--- config.mk ---
export PLATFORM = sky130hd
export DESIGN_NAME = flash_rd_engine
export DESIGN_NICKNAME = d
export VERILOG_FILES = /design/src/rtl/flash_rd_pkg.sv /design/src/rtl/frd_slot_seq.sv /design/src/rtl/frd_addr_gen.sv /design/src/rtl/frd_out_drv.sv /design/src/rtl/flash_rd_engine.sv
export SDC_FILE = /design/constraint.sdc
export NUM_CORES = 1
export LEC_CHECK = 0
export BUFFER_PORTS_ARGS = -buffer_cell sky130_fd_sc_hd__buf_4
export CORE_MARGIN = 8
export CORE_UTILIZATION = 60
export CTS_BUF_LIST = sky130_fd_sc_hd__clkbuf_16
export CTS_CLUSTER_DIAMETER = 50
export DETAILED_ROUTE_END_ITERATION = 8
export GPL_TIMING_DRIVEN = 0
export PLACE_DENSITY = 0.9
export SLEW_MARGIN = 20
export SYNTH_ARGS = -nofsm -noshare
export SYNTH_HDL_FRONTEND = slang
export SYNTH_SLANG_ARGS = --single-unit
--- constraint.sdc ---
create_clock -name clk -period 4.2 [get_ports clk]
set_input_delay 0.42 -clock clk [delete_from_list [all_inputs] [get_ports clk]]
set_output_delay 0.42 -clock clk [all_outputs]
set_load 0.01 [all_outputs]
--- src/rtl/flash_rd_pkg.sv ---
`timescale 1ns/1ps
package flash_rd_pkg;
  localparam int BYTE_W = 8;
  localparam int SLOT_W = $clog2(BYTE_W);

  typedef enum logic [1:0] {
    RM_PLAIN  = 2'd0,
    RM_FAST   = 2'd1,
    RM_DUAL   = 2'd2,
    RM_STATUS = 2'd3
  } rd_mode_e;

  // Final slot of the current byte: dual data bytes use 4 slots, all else 8.
  function automatic logic [SLOT_W-1:0] final_slot(rd_mode_e m, logic dmy);
    return (m == RM_DUAL && !dmy) ? SLOT_W'(BYTE_W/2 - 1) : SLOT_W'(BYTE_W - 1);
  endfunction

  function automatic logic needs_dummy(rd_mode_e m);
    return (m == RM_FAST) || (m == RM_DUAL);
  endfunction
endpackage

--- src/rtl/frd_slot_seq.sv ---
`timescale 1ns/1ps
module frd_slot_seq
  import flash_rd_pkg::*;
(
  input  logic              clk,
  input  logic              rst_n,
  input  logic              cs_n,
  input  logic              start_i,
  input  logic              busy_i,
  input  rd_mode_e          mode_i,
  output logic              accept_o,
  output logic              active_o,
  output rd_mode_e          mode_o,
  output logic              dummy_o,
  output logic [SLOT_W-1:0] slot_o,
  output logic              byte_end_o
);
  assign accept_o   = start_i & ~busy_i & ~cs_n;
  assign byte_end_o = active_o & (slot_o == final_slot(mode_o, dummy_o));

  always_ff @(posedge clk or negedge rst_n) begin
    if (!rst_n) begin
      active_o <= 1'b0;
      mode_o   <= RM_PLAIN;
      dummy_o  <= 1'b0;
      slot_o   <= '0;
    end else if (cs_n) begin
      active_o <= 1'b0;
      dummy_o  <= 1'b0;
      slot_o   <= '0;
    end else if (accept_o) begin
      active_o <= 1'b1;
      mode_o   <= mode_i;
      dummy_o  <= needs_dummy(mode_i);
      slot_o   <= '0;
    end else if (active_o) begin
      if (byte_end_o) begin
        slot_o  <= '0;
        dummy_o <= 1'b0;
      end else begin
        slot_o <= slot_o + SLOT_W'(1);
      end
    end
  end

  p_cs_stop_r7: assert property (@(posedge clk) disable iff (!rst_n)
    cs_n |=> !active_o);
  p_busy_reject_r8: assert property (@(posedge clk) disable iff (!rst_n)
    (start_i && busy_i && !active_o) |=> !active_o);
endmodule

--- src/rtl/frd_addr_gen.sv ---
`timescale 1ns/1ps
module frd_addr_gen
  import flash_rd_pkg::*;
#(
  parameter int ADDR_W = 24
)(
  input  logic              clk,
  input  logic              rst_n,
  input  logic              cs_n,
  input  logic              accept_i,
  input  rd_mode_e          mode_i,
  input  logic [ADDR_W-1:0] addr_i,
  input  rd_mode_e          mode_r_i,
  input  logic              byte_end_i,
  output logic              mem_rd_o,
  output logic [ADDR_W-1:0] mem_addr_o
);
  logic [ADDR_W-1:0] next_q;
  logic              fetch_now, fetch_next;

  // Natural modulo-2^ADDR_W step: the top address rolls to zero.
  function automatic logic [ADDR_W-1:0] step_addr(logic [ADDR_W-1:0] a);
    return a + ADDR_W'(1);
  endfunction

  assign fetch_now  = accept_i & (mode_i == RM_PLAIN);
  assign fetch_next = byte_end_i & ~cs_n & ~accept_i & (mode_r_i != RM_STATUS);
  assign mem_rd_o   = fetch_now | fetch_next;
  assign mem_addr_o = accept_i ? addr_i : next_q;

  always_ff @(posedge clk or negedge rst_n) begin
    if (!rst_n)          next_q <= '0;
    else if (accept_i)   next_q <= fetch_now ? step_addr(addr_i) : addr_i;
    else if (fetch_next) next_q <= step_addr(next_q);
  end
endmodule

--- src/rtl/frd_out_drv.sv ---
`timescale 1ns/1ps
module frd_out_drv
  import flash_rd_pkg::*;
(
  input  logic              clk,
  input  logic              rst_n,
  input  logic              cs_n,
  input  logic              active_i,
  input  rd_mode_e          mode_i,
  input  logic              dummy_i,
  input  logic [SLOT_W-1:0] slot_i,
  input  logic [BYTE_W-1:0] mem_data_i,
  input  logic [BYTE_W-1:0] status_i,
  output logic              so_o,
  output logic              so_oe_o,
  output logic              sio_o,
  output logic              sio_oe_o
);
  logic [BYTE_W-1:0] hold_q, src;
  logic [SLOT_W-1:0] so_idx, sio_idx;
  logic              so_en_q, sio_en_q, data_ph;

  function automatic logic [SLOT_W-1:0] hi_index(logic [SLOT_W-1:0] s, logic dual);
    return dual ? SLOT_W'(BYTE_W-1) - {s[SLOT_W-2:0], 1'b0} : SLOT_W'(BYTE_W-1) - s;
  endfunction

  assign data_ph = active_i & ~dummy_i;
  assign src     = (mode_i == RM_STATUS) ? status_i :
                   (slot_i == '0)        ? mem_data_i : hold_q;
  assign so_idx  = hi_index(slot_i, mode_i == RM_DUAL);
  assign sio_idx = so_idx - SLOT_W'(1);

  // Fresh array byte is on mem_data_i during slot 0; keep it for the rest.
  always_ff @(posedge clk or negedge rst_n) begin
    if (!rst_n) hold_q <= '0;
    else if (data_ph && slot_i == '0 && mode_i != RM_STATUS) hold_q <= mem_data_i;
  end

  always_ff @(negedge clk or negedge rst_n) begin
    if (!rst_n) begin
      so_o <= 1'b0; sio_o <= 1'b0; so_en_q <= 1'b0; sio_en_q <= 1'b0;
    end else begin
      so_o     <= src[so_idx];
      sio_o    <= src[sio_idx];
      so_en_q  <= data_ph & ~cs_n;
      sio_en_q <= data_ph & ~cs_n & (mode_i == RM_DUAL);
    end
  end

  assign so_oe_o  = so_en_q & ~cs_n;
  assign sio_oe_o = sio_en_q & ~cs_n;

  p_dual_pair_r3: assert property (@(posedge clk) disable iff (!rst_n)
    sio_oe_o |-> so_oe_o);
  p_dummy_quiet_r2: assert property (@(negedge clk) disable iff (!rst_n)
    (active_i && dummy_i) |=> !so_oe_o);
endmodule

--- src/rtl/flash_rd_engine.sv ---
`timescale 1ns/1ps
module flash_rd_engine
  import flash_rd_pkg::*;
#(
  parameter int ADDR_W = 24
)(
  input  logic              clk,
  input  logic              rst_n,
  input  logic              cs_n,
  input  logic              start_i,
  input  logic [1:0]        mode_i,
  input  logic [ADDR_W-1:0] addr_i,
  input  logic              busy_i,
  input  logic [BYTE_W-1:0] status_i,
  output logic              mem_rd_o,
  output logic [ADDR_W-1:0] mem_addr_o,
  input  logic [BYTE_W-1:0] mem_data_i,
  output logic              so_o,
  output logic              so_oe_o,
  output logic              sio_o,
  output logic              sio_oe_o
);
  rd_mode_e          req_mode, cur_mode;
  logic              accept_w, active_w, dummy_w, byte_end_w;
  logic [SLOT_W-1:0] slot_w;

  assign req_mode = rd_mode_e'(mode_i);

  frd_slot_seq u_seq (
    .clk, .rst_n, .cs_n, .start_i, .busy_i, .mode_i(req_mode),
    .accept_o(accept_w), .active_o(active_w), .mode_o(cur_mode),
    .dummy_o(dummy_w), .slot_o(slot_w), .byte_end_o(byte_end_w)
  );

  frd_addr_gen #(.ADDR_W(ADDR_W)) u_addr (
    .clk, .rst_n, .cs_n, .accept_i(accept_w), .mode_i(req_mode), .addr_i,
    .mode_r_i(cur_mode), .byte_end_i(byte_end_w),
    .mem_rd_o, .mem_addr_o
  );

  frd_out_drv u_out (
    .clk, .rst_n, .cs_n, .active_i(active_w), .mode_i(cur_mode),
    .dummy_i(dummy_w), .slot_i(slot_w), .mem_data_i, .status_i,
    .so_o, .so_oe_o, .sio_o, .sio_oe_o
  );

  p_fetch_lead_r10: assert property (@(posedge clk) disable iff (!rst_n)
    (mem_rd_o && !cs_n) |=> (active_w && !dummy_w && slot_w == '0));
  p_status_no_fetch_r6: assert property (@(posedge clk) disable iff (!rst_n)
    (active_w && cur_mode == RM_STATUS && !start_i) |-> !mem_rd_o);
endmodule

==> results.sh <==
export IMPL_clock_path_buffers=2
export IMPL_cp_max_fo=10
export IMPL_syn_nets=501
export IMPL_avgRoutedWirePerCell_um=18.6
export IMPL_yosysSeqAreaShare_pct=30.6
export IMPL_cts_tree="done"
export IMPL_ant_nets=0
export IMPL_yosysWarnings=0
export IMPL_grt_max_degree=44
export IMPL_layout_common_cells="nand2_1, buf_4, dfrtp_1, xnor2_1, clkbuf_1"
export IMPL_cts_root_buf="clkbuf_16"
export IMPL_critical_path_endpoint_type="flip-flop"
export IMPL_vias=3869
export IMPL_rsz0062_at_grt="false"
export IMPL_die_area_mm2=0.00858
export IMPL_nets=581
export IMPL_fin_skew_ns=0.0209
export IMPL_fin_tns_setup_ns=0
export IMPL_slew_viol_final=0
export IMPL_gp_congestion=0.981
export IMPL_syn_area_per_cell_um2=7.86
export IMPL_synthFlopType="dfrtp_1"
export IMPL_io_pins=76
export IMPL_place_area_mm2=0.00418
export IMPL_cp_start_kind="flip-flop"
export IMPL_hold_viol=0
export IMPL_ys_types=48
export IMPL_status="finished clean"
export IMPL_fillers=417
export IMPL_design_core_area_mm2=0.00578
export IMPL_grt_total_usage_pct=25.9
export IMPL_drt_vias_per_instance=6.41
export IMPL_place_detailed_hpwl_um=8240
export IMPL_die_w_um=92.6
export IMPL_clk_latency_ns=0.31
export IMPL_cp_arrival_ns=2.12
export IMPL_holdBufCountCts=0
export IMPL_drt_iter0_drc=527
export IMPL_critical_path_class="flip-flop to flip-flop"
export IMPL_die_y_um=92.6
export IMPL_vdd_ir_drop_max_uv=186
export IMPL_stdcell_count=604
export IMPL_area_growth_pct=25.0
export IMPL_worst_pin_slew_ns=0.779
export IMPL_antenna_found_initial=0
export IMPL_fp_row_count=28
export IMPL_drc=0
export IMPL_postLayoutCellArea_mm2=0.00440
export IMPL_drv_cap=0
export IMPL_io_buffer_count=74
export IMPL_dp_cells=597
export IMPL_grt_pass1_wl_um=18200
export IMPL_start_util_pct=60.9
export IMPL_p_leak_nw=1.86
export IMPL_final_common_cell="nand2_1"
export IMPL_layout_drive_gt1_share_pct=21.6
export IMPL_synth_edff_count=0
export IMPL_drt_total_wl_um=11300
export IMPL_grt_pass1_vias=3784
export IMPL_synth_seq_cells=43
export IMPL_cts_clk_slew_worst_paths_ns=0.06
export IMPL_cts_sinks=43
export IMPL_syn_inst=448
export IMPL_hp_class="input port to async pin"
export IMPL_cts_buffers=5
export IMPL_firstDrtPassIters=5
export IMPL_p_per_area_mw_per_mm2=336
export IMPL_antennaDiodeCount=0
export IMPL_async_flop_share_pct=100
export IMPL_htreeDepth=2
export IMPL_setup_violations=0
export IMPL_grt_overflow=0
export IMPL_syn_area_mm2=0.00352
export IMPL_required_ns=2.21
export IMPL_slew_headroom_pct=47.8
-- power breakdown --
part           switching, mW  internal, mW
Combinational          0.238         0.225
Sequential            0.0853         0.488
Clock                  0.167         0.278
Total                  0.490         0.991
-- area by class of cell --
| class | instances | area (um^2) | share of cell area [%] |
|---|---|---|---|
| inverters | 10 | 37.5 | 0.852 |
| flip-flops and latches | 43 | 1080 | 24.5 |
| multi-input cells | 367 | 2350 | 53.3 |
| clock buffers | 5 | 125 | 2.84 |
| plain buffers | 25 | 114 | 2.59 |
| clock inverters | 3 | 38.8 | 0.881 |
| repair buffers | 76 | 571 | 13.0 |
| well taps | 75 | 93.8 | 2.13 |
-- path summary, 6_finish.rpt --
| check | from | to | slack [ns] | cells after the start |
|---|---|---|---|---|
| worst max-delay path | u_seq.slot_o[1] | u_out.so_o | 0.09 | 8 |
| worst min-delay path | rst_n | u_addr.next_q[5] | 0.13 | 1 |
| worst max register to register | u_seq.slot_o[1] | u_out.so_o | 0.09 | 8 |
| worst min register to register | u_out.hold_q[3] | u_out.hold_q[3] | 0.51 | 1 |
| max in group asynchronous | rst_n | u_out.sio_en_q | 1.70 | 1 |
| min in group clk | mem_data_i[2] | u_out.hold_q[2] | 0.37 | 2 |
-- timing repair --
action	CTS	global route
buffers inserted	2	0
pin swaps	1	1
gates resized for setup	13	5
endpoints found under the setup margin	2	2
-- critical path, cell delays in order (launching register included) --
cell,delay (ns)
dfrtp_2,0.48
inv_2,0.11
ha_2,0.18
nor2b_4,0.16
buf_8,0.16
mux2i_4,0.25
o21ai_0,0.12
a311oi_1,0.25
a32oi_1,0.11
-- per-stage QoR --
stage	util [%]	total power, mW	worst slack [ns]	hold slack [ns]
floorplan	-	0.811	0.0757	0.124
global placement	72.2	0.995	-0.334	0.447
detailed placement	72.3	1.02	-0.339	0.453
CTS	76.3	1.47	0.0192	0.155
global route	76.2	1.54	0.00548	0.161
finish	76.2	1.48	0.0910	0.125
-- cell usage after synthesis, types with 4 or more instances --
library cell  number  area, um^2
nand2_1           99         372
dfrtp_1           39         976
xnor2_1           34         298
clkbuf_1          26        97.6
nand3_1           21         105
o21ai_0           21         105
mux2i_1           20         200
nand4_1           18         113
nor4_1            18         113
nor2_1            14        52.6
nor3_1            14        70.1
a21oi_1           12        60.1
inv_1             10        37.5
mux2_2            10         113
xor2_1             9        78.8
nor2b_1            8        50.1
and3_1             7        43.8
and4_1             7        61.3
ha_1               6        75.1
nand2b_1           5        31.3
o211ai_1           5        37.5
a211oi_1           4        30.0
dfrtn_1            4         100
-- layer usage --
layer	vias up	share of wire [%]	GRT usage, %	wire [um]
met5	-	0	0	0
met3	46	10	5.18	1180
met1	1781	40	32.4	4470
li1	1756	-	-	-
met2	286	47	42.2	5260
met4	0	3.1	11.9	346
-- cells by family after synthesis --
kind of cell | after synthesis | synth area share (%)
simple gates | 229 | 33.0
compound gates | 59 | 10.4
xor+xnor | 43 | 10.7
flops | 43 | 30.6
buf+inv | 38 | 4.30
mux | 30 | 8.88
fa+ha+maj | 6 | 2.13
-- flip-flops by register name, summed over array words and instances (netlist names) --
name,count
u_addr.next_q,24
u_out.hold_q,8
u_out.sio_en_q,1
u_out.sio_o,1
u_out.so_en_q,1
u_out.so_o,1
u_seq.active_o,1
u_seq.dummy_o,1
u_seq.mode_o,2
u_seq.slot_o,3
(Power assumes the default switching activity.)
